### config.mk
export PLATFORM = sky130hd
export DESIGN_NAME = mbx_dual_irq
export DESIGN_NICKNAME = d
export VERILOG_FILES = /design/src/rtl/mbx_pkg.sv /design/src/rtl/mbx_port_ctl.sv /design/src/rtl/mbx_store.sv /design/src/rtl/mbx_irq_bank.sv /design/src/rtl/mbx_dual_irq.sv
export SDC_FILE = /design/constraint.sdc
export NUM_CORES = 1
export LEC_CHECK = 0
export ABC_AREA = 1
export ABC_CLOCK_PERIOD_IN_PS = 1600
export BUFFER_PORTS_ARGS = -buffer_cell sky130_fd_sc_hd__buf_2
export CELL_PAD_IN_SITES_DETAIL_PLACEMENT = 0
export CELL_PAD_IN_SITES_GLOBAL_PLACEMENT = 1
export CORE_UTILIZATION = 25
export DETAILED_ROUTE_END_ITERATION = 8
export HOLD_SLACK_MARGIN = 0.03
export PLACE_DENSITY_LB_ADDON = 0.1
export SYNTH_ARGS = -nofsm -noshare
export SYNTH_HDL_FRONTEND = slang
export SYNTH_SLANG_ARGS = --single-unit
### constraint.sdc
create_clock -name clk -period 1.6 [get_ports clk]
set_input_delay 0.16 -clock clk [delete_from_list [all_inputs] [get_ports clk]]
set_output_delay 0.16 -clock clk [all_outputs]
set_load 0.01 [all_outputs]
### src/rtl/mbx_pkg.sv
package mbx_pkg;

    localparam int MBX_DATA_W = 16;
    localparam int MBX_NUM    = 4;
    localparam int MBX_ADDR_W = 6;

    typedef enum logic [1:0] {
        ACC_RSVD = 2'd0,
        ACC_OWN  = 2'd1,
        ACC_PEER = 2'd2,
        ACC_CTRL = 2'd3
    } acc_kind_e;

    typedef enum logic {
        PS_IDLE = 1'b0,
        PS_BUSY = 1'b1
    } port_state_e;

    // Address map: 0x20-0x23 own slots, 0x24-0x27 peer slots, 0x28 control word.
    function automatic acc_kind_e decode_kind(input logic [MBX_ADDR_W-1:0] a);
        acc_kind_e k;
        if (a[5:2] == 4'b1000)
            k = ACC_OWN;
        else if (a[5:2] == 4'b1001)
            k = ACC_PEER;
        else if (a == 6'h28)
            k = ACC_CTRL;
        else
            k = ACC_RSVD;
        return k;
    endfunction

endpackage

### src/rtl/mbx_port_ctl.sv
module mbx_port_ctl
    import mbx_pkg::*;
#(
    parameter int DATA_W = MBX_DATA_W,
    parameter int N_MBX  = MBX_NUM,
    parameter int ADDR_W = MBX_ADDR_W,
    localparam int IDX_W = $clog2(N_MBX)
) (
    input  logic                        clk,
    input  logic                        rst_n,
    input  logic                        sel,
    input  logic [ADDR_W-1:0]           addr,
    input  logic                        wr,
    input  logic                        be_hi,
    input  logic                        be_lo,
    input  logic [DATA_W-1:0]           wdata,
    input  logic [N_MBX-1:0][DATA_W-1:0] own_words,
    input  logic [N_MBX-1:0][DATA_W-1:0] peer_words,
    input  logic [DATA_W-1:0]           ctrl_word,
    output logic                        own_wr_en,
    output logic [IDX_W-1:0]            own_wr_idx,
    output logic [1:0]                  own_wr_be,
    output logic [DATA_W-1:0]           own_wr_data,
    output logic                        mask_wr_en,
    output logic [N_MBX-1:0]            mask_wr_data,
    output logic [N_MBX-1:0]            clr_vec,
    output logic [DATA_W-1:0]           rdata
);

    port_state_e state, state_nx;
    acc_kind_e   kind;
    logic [IDX_W-1:0] idx;
    logic        accept;
    logic        rd_load;
    logic [DATA_W-1:0] rd_next;

    assign kind = decode_kind(addr);
    assign idx  = addr[IDX_W-1:0];

    // State register
    always_ff @(posedge clk) begin
        if (!rst_n)
            state <= PS_IDLE;
        else
            state <= state_nx;
    end

    // Transitions: ACCEPT (idle->busy) and RELEASE (busy->idle)
    always_comb begin
        state_nx = state;
        unique case (state)
            PS_IDLE: state_nx = sel ? PS_BUSY : PS_IDLE;
            PS_BUSY: state_nx = sel ? PS_BUSY : PS_IDLE;
        endcase
    end

    // Outputs: effects only on the ACCEPT cycle
    always_comb begin
        accept       = (state == PS_IDLE) && sel;
        own_wr_en    = accept && wr && (kind == ACC_OWN) && (be_hi || be_lo);
        own_wr_idx   = idx;
        own_wr_be    = {be_hi, be_lo};
        own_wr_data  = wdata;
        mask_wr_en   = accept && wr && (kind == ACC_CTRL) && be_lo;
        mask_wr_data = wdata[N_MBX-1:0];
        clr_vec      = '0;
        if (accept && !wr && (kind == ACC_PEER) && be_hi)
            clr_vec = N_MBX'(1) << idx;
        rd_load      = accept && !wr;
        rd_next      = '0;
        unique case (kind)
            ACC_OWN:  rd_next = own_words[idx];
            ACC_PEER: rd_next = peer_words[idx];
            ACC_CTRL: rd_next = ctrl_word;
            ACC_RSVD: rd_next = '0;
        endcase
    end

    always_ff @(posedge clk) begin
        if (!rst_n)
            rdata <= '0;
        else if (rd_load)
            rdata <= rd_next;
    end

    assert_busy_inert_R10: assert property (@(posedge clk) disable iff (!rst_n)
        (state == PS_BUSY) |-> (!own_wr_en && !mask_wr_en && clr_vec == '0))
        else $error("held access produced an effect");

    assert_busy_rdata_hold_R10: assert property (@(posedge clk) disable iff (!rst_n)
        (state == PS_BUSY) |=> $stable(rdata))
        else $error("read data moved during held access");

endmodule

### src/rtl/mbx_store.sv
module mbx_store
    import mbx_pkg::*;
#(
    parameter int DATA_W = MBX_DATA_W,
    parameter int N_MBX  = MBX_NUM,
    localparam int IDX_W = $clog2(N_MBX),
    localparam int HALF  = DATA_W / 2
) (
    input  logic                         clk,
    input  logic                         rst_n,
    input  logic                         wr_en,
    input  logic [IDX_W-1:0]             wr_idx,
    input  logic [1:0]                   wr_be,
    input  logic [DATA_W-1:0]            wr_data,
    output logic [N_MBX-1:0][DATA_W-1:0] words
);

    always_ff @(posedge clk) begin
        if (!rst_n) begin
            words <= '0;
        end else if (wr_en) begin
            if (wr_be[1])
                words[wr_idx][DATA_W-1:HALF] <= wr_data[DATA_W-1:HALF];
            if (wr_be[0])
                words[wr_idx][HALF-1:0] <= wr_data[HALF-1:0];
        end
    end

    assert_data_hold_R4: assert property (@(posedge clk) disable iff (!rst_n)
        !wr_en |=> $stable(words))
        else $error("slot data changed without a write");

    assert_lower_keeps_upper_R2: assert property (@(posedge clk) disable iff (!rst_n)
        (wr_en && !wr_be[1]) |=>
            words[$past(wr_idx)][DATA_W-1:HALF] == $past(words[wr_idx][DATA_W-1:HALF]))
        else $error("upper byte changed on lower-only write");

endmodule

### src/rtl/mbx_irq_bank.sv
module mbx_irq_bank
    import mbx_pkg::*;
#(
    parameter int DATA_W = MBX_DATA_W,
    parameter int N_MBX  = MBX_NUM,
    localparam int PAD_W = DATA_W - 3 * N_MBX
) (
    input  logic              clk,
    input  logic              rst_n,
    input  logic [N_MBX-1:0]  set_vec,
    input  logic [N_MBX-1:0]  clr_vec,
    input  logic              mask_wr_en,
    input  logic [N_MBX-1:0]  mask_wdata,
    output logic [DATA_W-1:0] ctrl_word,
    output logic              irq_n
);

    logic [N_MBX-1:0] mask;
    logic [N_MBX-1:0] cause;
    logic [N_MBX-1:0] status;

    always_ff @(posedge clk) begin
        if (!rst_n)
            mask <= '1;
        else if (mask_wr_en)
            mask <= mask_wdata;
    end

    // Set has priority over clear; cause only for unmasked sources.
    always_ff @(posedge clk) begin
        if (!rst_n) begin
            status <= '0;
            cause  <= '0;
        end else begin
            for (int i = 0; i < N_MBX; i++) begin
                if (set_vec[i]) begin
                    status[i] <= 1'b1;
                    if (!mask[i])
                        cause[i] <= 1'b1;
                end else if (clr_vec[i]) begin
                    status[i] <= 1'b0;
                    cause[i]  <= 1'b0;
                end
            end
        end
    end

    assign ctrl_word = {{PAD_W{1'b0}}, ~status, ~cause, mask};
    assign irq_n     = ~|cause;

    for (genvar i = 0; i < N_MBX; i++) begin : g_chk
        assert_cause_needs_status_R7: assert property (@(posedge clk) disable iff (!rst_n)
            cause[i] |-> status[i])
            else $error("cause without status");

        assert_set_wins_R11: assert property (@(posedge clk) disable iff (!rst_n)
            set_vec[i] |=> status[i])
            else $error("set lost");

        assert_clear_both_R4: assert property (@(posedge clk) disable iff (!rst_n)
            (clr_vec[i] && !set_vec[i]) |=> (!status[i] && !cause[i]))
            else $error("clear incomplete");

        assert_masked_no_cause_R7: assert property (@(posedge clk) disable iff (!rst_n)
            (set_vec[i] && mask[i] && !cause[i]) |=> !cause[i])
            else $error("masked source raised cause");
    end

    assert_mask_only_on_write_R12: assert property (@(posedge clk) disable iff (!rst_n)
        !mask_wr_en |=> $stable(mask))
        else $error("mask changed without write");

endmodule

### src/rtl/mbx_dual_irq.sv
module mbx_dual_irq
    import mbx_pkg::*;
#(
    parameter int DATA_W = MBX_DATA_W,
    parameter int N_MBX  = MBX_NUM,
    parameter int ADDR_W = MBX_ADDR_W,
    localparam int IDX_W = $clog2(N_MBX),
    localparam int N_SIDE = 2
) (
    input  logic              clk,
    input  logic              rst_n,
    input  logic              a_sel,
    input  logic [ADDR_W-1:0] a_addr,
    input  logic              a_wr,
    input  logic              a_be_hi,
    input  logic              a_be_lo,
    input  logic [DATA_W-1:0] a_wdata,
    output logic [DATA_W-1:0] a_rdata,
    output logic              a_irq_n,
    input  logic              b_sel,
    input  logic [ADDR_W-1:0] b_addr,
    input  logic              b_wr,
    input  logic              b_be_hi,
    input  logic              b_be_lo,
    input  logic [DATA_W-1:0] b_wdata,
    output logic [DATA_W-1:0] b_rdata,
    output logic              b_irq_n
);

    logic                         sel_w      [N_SIDE];
    logic [ADDR_W-1:0]            addr_w     [N_SIDE];
    logic                         wr_w       [N_SIDE];
    logic                         be_hi_w    [N_SIDE];
    logic                         be_lo_w    [N_SIDE];
    logic [DATA_W-1:0]            wdata_w    [N_SIDE];
    logic [DATA_W-1:0]            rdata_w    [N_SIDE];
    logic                         irq_n_w    [N_SIDE];
    logic [N_MBX-1:0][DATA_W-1:0] words_w    [N_SIDE];
    logic [DATA_W-1:0]            ctrl_w     [N_SIDE];
    logic                         own_wr_en_w[N_SIDE];
    logic [IDX_W-1:0]             own_idx_w  [N_SIDE];
    logic [1:0]                   own_be_w   [N_SIDE];
    logic [DATA_W-1:0]            own_data_w [N_SIDE];
    logic                         mask_we_w  [N_SIDE];
    logic [N_MBX-1:0]             mask_wd_w  [N_SIDE];
    logic [N_MBX-1:0]             clr_w      [N_SIDE];
    logic [N_MBX-1:0]             set_w      [N_SIDE];

    assign sel_w[0]   = a_sel;    assign sel_w[1]   = b_sel;
    assign addr_w[0]  = a_addr;   assign addr_w[1]  = b_addr;
    assign wr_w[0]    = a_wr;     assign wr_w[1]    = b_wr;
    assign be_hi_w[0] = a_be_hi;  assign be_hi_w[1] = b_be_hi;
    assign be_lo_w[0] = a_be_lo;  assign be_lo_w[1] = b_be_lo;
    assign wdata_w[0] = a_wdata;  assign wdata_w[1] = b_wdata;
    assign a_rdata    = rdata_w[0];
    assign b_rdata    = rdata_w[1];
    assign a_irq_n    = irq_n_w[0];
    assign b_irq_n    = irq_n_w[1];

    for (genvar p = 0; p < N_SIDE; p++) begin : g_side
        localparam int OPP = 1 - p;

        mbx_port_ctl #(.DATA_W(DATA_W), .N_MBX(N_MBX), .ADDR_W(ADDR_W)) u_ctl (
            .clk          (clk),
            .rst_n        (rst_n),
            .sel          (sel_w[p]),
            .addr         (addr_w[p]),
            .wr           (wr_w[p]),
            .be_hi        (be_hi_w[p]),
            .be_lo        (be_lo_w[p]),
            .wdata        (wdata_w[p]),
            .own_words    (words_w[p]),
            .peer_words   (words_w[OPP]),
            .ctrl_word    (ctrl_w[p]),
            .own_wr_en    (own_wr_en_w[p]),
            .own_wr_idx   (own_idx_w[p]),
            .own_wr_be    (own_be_w[p]),
            .own_wr_data  (own_data_w[p]),
            .mask_wr_en   (mask_we_w[p]),
            .mask_wr_data (mask_wd_w[p]),
            .clr_vec      (clr_w[p]),
            .rdata        (rdata_w[p])
        );

        mbx_store #(.DATA_W(DATA_W), .N_MBX(N_MBX)) u_store (
            .clk     (clk),
            .rst_n   (rst_n),
            .wr_en   (own_wr_en_w[p]),
            .wr_idx  (own_idx_w[p]),
            .wr_be   (own_be_w[p]),
            .wr_data (own_data_w[p]),
            .words   (words_w[p])
        );

        // Sources for this side are raised by the opposite side's upper-byte writes.
        assign set_w[p] = (own_wr_en_w[OPP] && own_be_w[OPP][1])
                        ? (N_MBX'(1) << own_idx_w[OPP]) : '0;

        mbx_irq_bank #(.DATA_W(DATA_W), .N_MBX(N_MBX)) u_bank (
            .clk        (clk),
            .rst_n      (rst_n),
            .set_vec    (set_w[p]),
            .clr_vec    (clr_w[p]),
            .mask_wr_en (mask_we_w[p]),
            .mask_wdata (mask_wd_w[p]),
            .ctrl_word  (ctrl_w[p]),
            .irq_n      (irq_n_w[p])
        );
    end

endmodule

==> flow_summary_export.csv, run 1 <==
group,metric,value,unit
outcome,outcome,"finished with violations",
outcome,violations,"negative setup slack",
place,numPortBuffers,87,
synthesis,syn-cell-area,9680,sq um
finish,diodes,0,
place,post-dp-hpwl,31500,um
clocking,htreeDepth,4,
worst_setup_path,worst_setup_path_end_kind,"primary output",
sta,fin_crit,1.62,ns
clocking,clkSinkCount,186,
power_and_ir_drop,ir_drop,0.686,mV
sta,fmax,617,MHz
sta,tightestPinTransition,0.347,ns
worst_setup_path,path_class,"reg -> out",
finish,drive_gt1_share,15.5,%
power_and_ir_drop,finalPower,10.1,mW
clocking,cts_tree,"built",
synthesis,yosysMostFrequentCell,"nand2_1",
floorplanning,fp.dieW,199,um
floorplanning,die_area,39500,sq um
detailed_routing,finalWirelength,41500,um
finish,nFillCells,4325,
synthesis,synth_async_sr_flop_share,0,%
worst_setup_path,worstPathRequired,1.44,ns
worst_setup_path,r2r_start,"g_side[0].u_ctl.state",
floorplanning,rows,71,
synthesis,ys_seq_area_share,38.4,%
floorplanning,start_util,25.5,%
synthesis,yosys-top-cells-count,"nand2_1, nor2_1, dfxtp_1",
synthesis,synth_ff_type,"dfxtp_1",
sta,rsz0062_at_grt,"true",
sta,hold_viol,0,
floorplanning,io_pins,88,
min_path,whs_path_depth,3,
sta,slew_violations,0,
sta,setup_viol,1,
worst_setup_path,crit_start,"g_side[1].u_bank.cause[1]",
clocking,clk_pin_slew_worst_paths,0.07,ns
global_routing,grt_max_degree,63,
worst_setup_path,arrival,1.46,ns
finish,regArea,3730,sq um
job,cap_viol_max_count,0,
floorplanning,core,37900,sq um
synthesis,synth_seq_cells,186,
worst_setup_path,r2r_cells,8,
detailed_routing,drtPass1Iterations,5,
worst_setup_path,worst_r2r_endpoint,"g_side[0].u_store.words[49]",
detailed_routing,final_antenna_net_count,0,
worst_setup_path,critPathCapture,"b_irq_n",
synthesis,synth-edff-count,0,
global_routing,grt.overflow.total,0,
power_and_ir_drop,power.leakage,5.86,nW
synthesis,synth_cell_types,24,
power_and_ir_drop,power_density,825,nW/um^2
min_path,hp-class,"in -> reg",
detailed_routing,drc,0,
synthesis,synth_nets,1645,
place,globalplace.congestion,0.796,
synthesis,yosys-top-cells-area,"dfxtp_1, nand2_1, nor2_1, o21ai_0, nand3_1",
place,placed_area,11300,sq um
synthesis,ys_warn_count,0,
worst_setup_path,crit_fanout,2,
floorplanning,dieHeight,199,um
sta,skew,0.0105,ns
detailed_routing,vias,10400,
clocking,root_buffer,"clkbuf_16",
detailed_routing,vias_per_cell,4.57,
worst_setup_path,crit_path_start_kind,"register",
global_routing,grt_first_pass_wirelength,63700,um
clocking,cts_buffers,17,
synthesis,netlist.area_leader.share,38.4,%
synthesis,syn_area_per_cell,6.09,sq um
finish,multi_input_area,5430,sq um
worst_setup_path,r2r_slack,0.10,ns
clocking,cts_max_path_buffers,2,
synthesis,yosysTopAreaCell,"dfxtp_1",
global_routing,track_usage,21.9,%
sta,max_slew_margin,76.7,%
detailed_routing,wl_per_cell,18.3,um
global_routing,antenna_found_initial,0,
global_routing,grt_pass1_vias,10300,
clocking,clk_latency,0.45,ns
finish,design_area,12300,sq um
sta,setup_ws,-0.0213,ns
detailed_routing,drt_iter0_markers,655,
finish,syn2layout_area_growth,26.8,%
synthesis,synthCells,1591,
sta,period_share,101,%
finish,nets,1797,
[routing by layer]
layer | routed length, um | GRT usage (%)
met4 | 522 | 5.21
met3 | 1240 | 2.83
met5 | 0 | 0
met1 | 20700 | 30.4
met2 | 19000 | 35.8
[placed cells by master, fill, tap and decap left out, types with 2 or more instances in the layout]
cell type,count
a21oi_1,24
buf_12,14
buf_2,85
buf_4,88
bufinv_16,2
clkbuf_16,17
clkinv_2,2
clkinvlp_4,6
dfxtp_1,183
dfxtp_2,2
dlygate4sd3_1,24
inv_1,54
inv_2,17
inv_6,3
nand2_1,590
nand2_2,3
nand2_4,2
nand3_1,65
nand3b_1,12
nand4_1,18
nor2_1,313
nor2_2,2
nor2_4,19
nor3_1,32
nor4_4,2
o21a_1,8
o21ai_0,158
[worst min path at each step]
stage	start	to	slack (ns)
5_1_grt	a_wdata[6]	g_side[0].u_store.words[38]	0.05
2_1_floorplan	a_sel	g_side[0].u_ctl.state	0.25
4_1_cts	a_wdata[6]	g_side[0].u_store.words[54]	0.04
3_5_place_dp	a_sel	g_side[0].u_ctl.state	0.43
3_3_place_gp	b_sel	g_side[1].u_ctl.state	0.43
6_report	a_wdata[6]	g_side[0].u_store.words[22]	0.05
[flip-flops by register name, summed over array words and instances, names as in the netlist]
signal / count
g_side.u_bank.status: 8
g_side.u_bank.cause: 8
g_side.u_store.words: 128
g_side.u_ctl.rdata: 32
g_side.u_bank.mask: 8
g_side.u_ctl.state: 2
[through the flow]
stage	setup slack, ns	hold slack [ns]	TNS [ns]	utilization [%]	instances
3_3_place_gp	-0.0566	0.428	-1.04	29.7	2199
4_1_cts	-0.0545	0.0357	-0.0545	32.1	2258
6_report	-0.0213	0.0450	-0.0213	32.4	2267
2_1_floorplan	0.239	0.253	0	-	1591
5_1_grt	-0.0518	0.0482	-0.0875	32.4	2267
3_5_place_dp	-0.0543	0.427	-1.02	29.7	2199
[critical path: stages (launching register included)]
cell and delay [ns]:
dfxtp_4 0.35, nor4_4 0.39, buf_4 0.18, buf_6 0.09
[kinds of logic after synthesis]
kind of cell    share of synthesized area, %
flops                                   38.4
buf+inv                                 6.36
compound gates                          10.0
simple gates                            45.2
[power breakdown]
group | leakage [nW] | total [mW] | switching (mW) | internal (mW)
combinational | 4.09 | 1.01 | 0.665 | 0.345
clock | 0.272 | 4.41 | 2.05 | 2.36
sequential | 1.51 | 4.72 | 0.0392 | 4.68
total | 5.86 | 10.1 | 2.75 | 7.38
[cell type report]
class / count / area share [%]
clock buffer: 19 / 3.61
clock inverter: 13 / 1.16
inverter: 73 / 2.26
multi-input combinational: 1253 / 44.2
sequential: 186 / 30.4
tap: 511 / 5.21
timing repair buffer: 212 / 13.2
[repair_timing]
action                                  CTS  global route
resized for setup                        10            10
hold endpoints to repair                 79             0
pin swaps                                 5             6
endpoints found under the setup margin   29            80
hold buffers                             24             0
buffers inserted                          3             9
No activity file was read; power rests on OpenSTA's default activity.
==> inputs of run 2 (changes only) <==
--- a/config.mk
+++ b/config.mk
@@ -14,6 +14,7 @@
 export DETAILED_ROUTE_END_ITERATION = 8
 export HOLD_SLACK_MARGIN = 0.03
 export PLACE_DENSITY_LB_ADDON = 0.1
+export RECOVER_POWER = 100
 export SYNTH_ARGS = -nofsm -noshare
 export SYNTH_HDL_FRONTEND = slang
 export SYNTH_SLANG_ARGS = --single-unit
==> run 2 against run 1 <==
Net effect: count of clock-buffer cells in the layout unchanged; highest routed layer unchanged; critical path depth unchanged; sequential cell count unchanged; the run now ends clean; largest cell class unchanged; via count increased by 0.20%; largest power group unchanged; combinational power about the same; core utilization decreased by 0.34 points.
==> flow_summary_export.csv, run 2 (synthesized netlist as in run 1, its figures left out) <==
group,metric,value,unit
finish,nets,1797,
sta,skew,0.0105,ns
sta,setup_viol,0,
clocking,cts_buffers,17,
power_and_ir_drop,p_seq_share,46.7,%
worst_setup_path,crit_path_start_kind,"register",
power_and_ir_drop,power_density,832,nW/um^2
clocking,clk_pin_slew_worst_paths,0.07,ns
min_path,hp-class,"in -> reg",
finish,largest_reg_flops,128,
global_routing,busiest_layer,"met2",
clocking,cts_tree,"built",
finish,final_cell_mix,"nand2_1, nor2_1, dfxtp_1",
detailed_routing,vias_per_cell,4.58,
detailed_routing,drtPass1Iterations,9,
global_routing,use_met1,30.4,%
power_and_ir_drop,ir_drop,0.686,mV
clocking,clk_latency,0.45,ns
power_and_ir_drop,power.switching,2.75,mW
sta,max_slew_margin,70.4,%
global_routing,antenna_found_initial,0,
detailed_routing,vias,10400,
clocking,cts_max_path_buffers,2,
place,globalplace.congestion,0.796,
worst_setup_path,worst_setup_path_end_kind,"primary output",
sta,holdWs,0.0447,ns
floorplanning,fp.dieW,199,um
job,cap_viol_max_count,0,
global_routing,grt_util_met3,2.83,%
outcome,outcome,"completed",
global_routing,use_met2,35.8,%
sta,fin_crit,1.60,ns
worst_setup_path,path_class,"reg -> out",
worst_setup_path,cp_slowest_cell,"nor4_4",
global_routing,grt.overflow.total,0,
finish,regMostFlops,"g_side.u_store.words",
place,post-dp-hpwl,31500,um
clocking,root_buffer,"clkbuf_16",
power_and_ir_drop,power.share.combinational,9.8,%
floorplanning,start_util,25.5,%
floorplanning,rows,71,
sta,slew_violations,0,
finish,mostFrequentLayoutCell,"nand2_1",
sta,fmax,625,MHz
floorplanning,io_pins,88,
floorplanning,dieHeight,199,um
sta,period_share,100,%
power_and_ir_drop,p_clk_share,43.5,%
power_and_ir_drop,p_sw_share,27.2,%
finish,final_util,32.0,%
power_and_ir_drop,finalPower,10.1,mW
global_routing,grt_pass1_vias,10300,
worst_setup_path,worstPathRequired,1.44,ns
clocking,clkSinkCount,186,
detailed_routing,drc,0,
detailed_routing,wl_per_cell,18.3,um
sta,fin_setup_tns,0,ns
detailed_routing,drt_iter0_markers,643,
global_routing,grt_first_pass_wirelength,63700,um
sta,tightestPinTransition,0.444,ns
floorplanning,die_area,39500,sq um
global_routing,grt_max_degree,63,
place,numPortBuffers,87,
finish,syn2layout_area_growth,25.5,%
global_routing,track_usage,21.9,%
finish,top_regs,"g_side.u_store.words (128), g_side.u_ctl.rdata (32)",
sta,rsz0062_at_grt,"true",
finish,drive_gt1_share,13.5,%
power_and_ir_drop,power.leakage,5.69,nW
power_and_ir_drop,intPower,7.36,mW
finish,diodes,0,
worst_setup_path,arrival,1.44,ns
worst_setup_path,max_stage_delay,0.37,ns
worst_setup_path,worstPathCellList,"nor4_4, buf_4, buf_6",
worst_setup_path,crit_fanout,2,
clocking,htreeDepth,4,
detailed_routing,final_antenna_net_count,0,
sta,hold_viol,0,
floorplanning,core,37900,sq um
detailed_routing,finalWirelength,41500,um
-- run 2: area by class of cell --
class                   count  area (sq um)
clock buffers              19           443
clock inverters            13           143
fillers                  4354         25800
inverters                  73           278
multi-input cells        1253          5400
flip-flops and latches    186          3730
well taps                 511           639
repair buffers            212          1520
-- run 2: path summary, 6_finish.rpt --
check / start / endpoint / slack [ns] / cells after the start
max: g_side[1].u_bank.cause[1] / b_irq_n / 0.00007 / 3
min: a_wdata[6] / g_side[0].u_store.words[22] / 0.04 / 3
max reg2reg: g_side[0].u_ctl.state / g_side[0].u_bank.status[3] / 0.07 / 7
min reg2reg: g_side[1].u_bank.status[0] / g_side[1].u_bank.status[0] / 0.46 / 2
-- run 2: metrics by stage --
stage / worst slack, ns / cells / instance area [sq um]
finish: 0.0000738 / 2267 / 12200
detailed placement: -0.0543 / 2199 / 11300
global placement: -0.0566 / 2199 / 11300
floorplan: 0.239 / 1591 / 9680
CTS: -0.0545 / 2258 / 12200
global route: -0.0518 / 2267 / 12200
-- run 2: metal layers --
metal	vias to the layer above	share of wire [%]	wire, um
li1	5321	-	-
met1	4844	50	20700
met2	199	46	19000
met3	26	2.9	1220
met4	0	1.3	544
met5	-	0	0
-- run 2: power by group through the flow --
stage	sequential, mW	combinational (mW)	clock [mW]
2_1_floorplan	4.84	0.401	0
3_3_place_gp	4.83	0.974	0
3_5_place_dp	4.83	0.965	0
4_1_cts	4.72	1.02	4.53
5_1_grt	4.73	1.08	4.73
6_report	4.72	0.990	4.40
-- run 2: worst max-delay path, delay by kind of cell (launching register included) --
family        cells  cell delay [ns]
flops             1             0.35
buf+inv           2             0.27
simple gates      1             0.37
-- run 2: repair_timing --
item	CTS	global route
endpoints found under the setup margin	29	80
hold buffers	24	0
setup buffers	3	9
resized for setup	10	10
pin swaps	5	6
endpoints found under the hold margin	79	0
